[src/rtl/dp_alu_flags.sv]
module dp_alu_flags #(
  parameter int W = 32
) (
  input  logic         clk,
  input  logic         rst_n,
  input  logic         in_valid,
  input  logic [31:0]  instr,
  input  logic [W-1:0] op_a,
  input  logic [W-1:0] op_b,
  input  logic         shift_co,
  input  logic         cond_ok,
  input  logic [31:0]  cur_psr,
  input  logic [31:0]  saved_psr,
  output logic         out_valid,
  output logic [W-1:0] res,
  output logic         rd_we,
  output logic [3:0]   rd_idx,
  output logic [31:0]  psr_next,
  output logic         psr_we,
  output logic         psr_restore,
  output logic         unpred,
  output logic         not_exec
);
  localparam logic [3:0] OP_ADD = 4'b0100;
  localparam logic [3:0] OP_AND = 4'b0000;
  localparam logic [4:0] M_USR  = 5'b10000;
  localparam logic [4:0] M_SYS  = 5'b11111;

  wire [3:0] opc     = instr[24:21];
  wire       s_bit   = instr[20];
  wire [3:0] dst     = instr[15:12];
  wire       is_add  = opc == OP_ADD;
  wire       other_x = !instr[25] && instr[7] && instr[4];
  wire       dec_ok  = instr[27:26] == 2'b00 && (is_add || opc == OP_AND) && !other_x;
  wire       exec    = in_valid && dec_ok && cond_ok;

  wire [W:0]   sum  = {1'b0, op_a} + {1'b0, op_b};
  wire [W-1:0] val  = is_add ? sum[W-1:0] : (op_a & op_b);
  wire         c_n  = is_add ? sum[W] : shift_co;
  wire         v_n  = is_add ? (op_a[W-1] == op_b[W-1]) && (val[W-1] != op_a[W-1]) : cur_psr[28];
  wire         flg  = exec && s_bit;
  wire         rst_psr = flg && dst == 4'd15;
  wire [31:0]  upd  = {val[W-1], val == '0, c_n, v_n, cur_psr[27:0]};

  always_ff @(posedge clk) begin
    if (!rst_n) begin
      out_valid   <= 1'b0;
      res         <= '0;
      rd_we       <= 1'b0;
      rd_idx      <= '0;
      psr_next    <= '0;
      psr_we      <= 1'b0;
      psr_restore <= 1'b0;
      unpred      <= 1'b0;
      not_exec    <= 1'b0;
    end else begin
      out_valid   <= in_valid;
      res         <= exec ? val : '0;
      rd_we       <= exec;
      rd_idx      <= dst;
      psr_next    <= rst_psr ? saved_psr : (flg ? upd : cur_psr);
      psr_we      <= flg;
      psr_restore <= rst_psr;
      unpred      <= rst_psr && (cur_psr[4:0] == M_USR || cur_psr[4:0] == M_SYS);
      not_exec    <= in_valid && !dec_ok;
    end
  end
endmodule


[config.mk]
export PLATFORM = sky130hd
export DESIGN_NAME = dp_alu_flags
export DESIGN_NICKNAME = d
export VERILOG_FILES = /design/src/rtl/dp_alu_flags.sv
export SDC_FILE = /design/constraint.sdc
export NUM_CORES = 1
export LEC_CHECK = 0
export CAP_MARGIN = 15
export CORE_ASPECT_RATIO = 0.6
export CORE_MARGIN = 5
export CORE_UTILIZATION = 65
export DETAILED_ROUTE_END_ITERATION = 10
export DONT_BUFFER_PORTS = 1
export GPL_ROUTABILITY_DRIVEN = 0
export MAX_ROUTING_LAYER = met4
export PLACE_DENSITY = 0.89
export RECOVER_POWER = 50
export SETUP_SLACK_MARGIN = 0.5
export SLEW_MARGIN = 20
export SYNTH_ARGS = -nofsm -noshare
export SYNTH_HDL_FRONTEND = slang
export SYNTH_SLANG_ARGS = --single-unit
[constraint.sdc]
create_clock -name clk -period 4.95 [get_ports clk]
set_input_delay 0.495 -clock clk [delete_from_list [all_inputs] [get_ports clk]]
set_output_delay 0.495 -clock clk [all_outputs]
set_load 0.005 [all_outputs]
==> results.md <==
- Sequential elements use 32.2% of the synthesized area.
- Across the VDD grid, the largest voltage drop is 0.000195 V.
- Synthesis produced a netlist with a net count of 794.
- The Yosys step of the flow raised 0 warnings.
- In the final timing run, aggregate negative setup slack is 0 ns.
- The post-cts repair resize count is 0.
- In this run the tightest slew margin relative to its limit is 30.0%.
- The kind of cell adding the most delay to the critical path is simple AND/OR/NAND/NOR gates.
- For this block, the routed nets add up to 15300 um of wire.
- The path class of the tightest hold or removal check is in2reg.
- The number of antenna violations at the first check in global routing was 0.
- The worst setup path is captured at a register.
- The combined buffer and inverter count along the critical path is 0.
- The number of nets with antenna violations after detailed routing is 0.
- The final number of setup-violating endpoints is 0.
- Entering global routing, the biggest net connects 44 pins.
- The storage element area is 0.00148 mm^2.
- Averaged over all synthesized cells, the footprint is 7.72 um^2.
- Once detailed placement completed, the half-perimeter wirelength came to 11800 um.
- In this run the power density over the cells is 340 mW/mm^2.
- Global routing used 52.7% of the available met2 tracks.
- The number of distinct library cells after synthesis is 67.
- The average wire length per cell after detail routing is 22.6 um.
- The initialized floorplan defines 23 standard-cell rows.
- The layout overhead on the synthesized area is 7.64%.
- After synthesis, the cell types taking the most area are dfxtp_1 32%, nand2_1 9.4%, ha_1 8.7%, a21oi_1 8.5%, nor2_1 3.6%.
- The most utilized layer in the global route result is met2.
- Clock tree synthesis inserted a total of 9 buffers.
- The cell area that synthesis handed to floorplanning was 0.00460 mm^2.
- The number of endpoints with negative hold slack in the final report came to 0.
- The run finished with clean final reports.
- The element type at the critical path start is an input port.
- The I/O pin count is 239.
- The slew at the pin closest to its max-slew limit is 1.05 ns.
- Global routing consumed, on the met3 layer, 10.9% of the routing resources.
- Traced cell by cell, the critical path runs through ha_1 -> fa_1 -> xor2_1 -> or4_1 -> a2111oi_1 -> o2111ai_1 -> nor4b_2 -> nand4_1 -> a2111oi_2 -> nand4_1 -> o22ai_2.
- Summing all multi-input logic gate instances after layout gives 0.00299 mm^2.
- Counting I/O delays and the setup requirement, the final critical path takes 3.48 ns.
- Buffers inserted to repair hold after CTS numbered 0.
- The fraction of registers with async set or reset after synthesis is 0%.
- In this run the horizontal extent of the chip is 119 um.
- The number of global-route vias before repair is 4356.
- Summed over all instances, the cell type with the most area after synthesis is dfxtp_1.
- The leakage power summed over all cells is 2.02 nW.
- The net count of the finished layout is 782.
- The final count of pins violating max slew was 0.
- The floorplan step defined a core boundary enclosing 0.00679 mm^2.
- The filler-free cell count of the finished design is 676.
- The critical path class is in2reg.
- After filler insertion, the fill cell instance count of the layout stands at 529.
- The pre-antenna-repair detailed-routing pass consisted of 7 iterations.
- In the routed layout, each cell is associated on average with a via count of 7.07.
- The first global-routing pass estimated 22600 um of wire.
- The max-cap violation count is 0.
- Summing over every cut layer, the via total after detailed routing is 4776.
- The global-route track usage on met1 is 40.9%.
- Leaving out fill and tap cells, the most frequent cells in the layout are 115 x nand2_1, 78 x a21oi_1, 74 x dfxtp_1, 44 x nor2_1, 32 x ha_1.
- In the final layout, the share of cells above drive strength 1 is 6.11%.
- The dominant register cell in the synthesized netlist is dfxtp_1.
- For this design, the sink count on the clock tree is 74.
- After detailed routing, the number of remaining DRC violations is 0.
- The critical path arrival is 3.74 ns.
- After clock tree synthesis, the clock-pin slew on the worst setup and hold paths is 0.06 ns.
- The maximum clock rate is 287 MHz.
- The cell with the biggest individual delay on the critical path is a2111oi_1.
- The total instance count after detailed placement is 660.
- Leaving out fill and tap cells, the most frequent cell in the layout is nand2_1.
- For this run the aggregate overflow at the end of global routing stands at 0.
- The first routing iteration left 655 violations.
- The clock passes through at most 2 buffers.
- The cell count after synthesis is 596.
- The data required time at the worst endpoint is 5.21 ns.
- The root buffer cell is clkbuf_16.
- On the worst path, the slowest cell contributes a delay of 0.47 ns.
- Setup repair after global routing left no endpoint under its margin.
- The cell seen most often among critical-path stages is nand4_1.
- 0 antenna diodes ended up in the layout.
- The number of setup buffers added after CTS is 0.
- TritonCTS built the clock tree.
- The overall global routing resource usage is 33.2%.
- The full die area is 0.00892 mm^2.
- The vertical die dimension is 75.2 um.
- In this run the number of H-tree levels came out at 3.
- Counting flops with a built-in enable in the synthesized netlist gives 0.
- The starting density of the core is 67.8%.
- The highest net fanout along the worst path is 4.
- The number of register bits inferred by synthesis is 74.
- The count of buffers from port buffering is 0.
- The synthesized design devotes to its leading area cell type 32.2% of total area.
- The worst path uses 70.3% of the clock period.
-- routing by layer --
layer / share of wire, % / vias up
met2: 46 / 396
met4: 2.8 / 0
met5: 0 / -
met3: 13 / 67
li1: - / 2120
met1: 38 / 2193
-- flip-flops by register name, indices dropped and copies added (netlist names) --
| signal | count |
|---|---|
| psr_next | 32 |
| res | 32 |
| rd_idx | 4 |
| not_exec | 1 |
| out_valid | 1 |
| psr_restore | 1 |
| psr_we | 1 |
| rd_we | 1 |
| unpred | 1 |
-- Yosys cell counts, drive strengths merged, types with 11 or more instances --
| master | number |
|---|---|
| nor2 | 44 |
| o21ai | 36 |
| a21oi | 81 |
| nand2 | 116 |
| ha | 32 |
| nor3 | 17 |
| clkbuf | 25 |
| xnor2 | 15 |
| a21o | 14 |
| nand4 | 11 |
| and2 | 11 |
| dfxtp | 74 |
-- per-stage QoR --
| step | hold WS, ns | utilization [%] | setup WS, ns | power, W | instance area (um^2) |
|---|---|---|---|---|---|
| detailed placement | 0.625 | 68.3 | 1.27 | 0.000965 | 4640 |
| global placement | 0.618 | 68.3 | 1.35 | 0.000950 | 4640 |
| finish | 0.281 | 72.9 | 1.47 | 0.00168 | 4950 |
| CTS | 0.277 | 73.1 | 1.59 | 0.00167 | 4960 |
| global route | 0.274 | 72.9 | 1.30 | 0.00174 | 4950 |
| floorplan | 0.617 | - | 1.91 | 0.000893 | 4600 |
-- cell type report --
cell class	count	area share (%)
Multi-Input combinational cell	489	60.3
Tap cell	87	2.20
Inverter	6	0.455
Clock inverter	7	2.02
Sequential cell	74	29.9
Timing Repair Buffer	4	0.606
Clock buffer	9	4.55
-- power by group --
group / switching, W / internal [W] / total, W
sequential: 0.00000968 / 0.000613 / 0.000622
combinational: 0.000217 / 0.000130 / 0.000347
clock: 0.000270 / 0.000446 / 0.000715
total: 0.000496 / 0.00119 / 0.00168
-- kinds of logic after synthesis --
logic type / after synthesis / share of synthesized area, %
AO/OA/AOI/OAI: 183 / 25.2
XOR/XNOR: 25 / 4.76
adder cells (fa/ha/maj): 33 / 9.14
buffers and inverters: 33 / 2.69
flip-flops: 74 / 32.2
multiplexers: 8 / 1.74
AND/OR/NAND/NOR: 240 / 24.3
-- worst paths after layout --
path | endpoint | startpoint | cells after the start | slack [ns]
setup / recovery | psr_next[30] | op_a[0] | 11 | 1.47
hold / removal | rd_idx[0] | instr[12] | 1 | 0.28
Power figures use the tool's default switching activity.
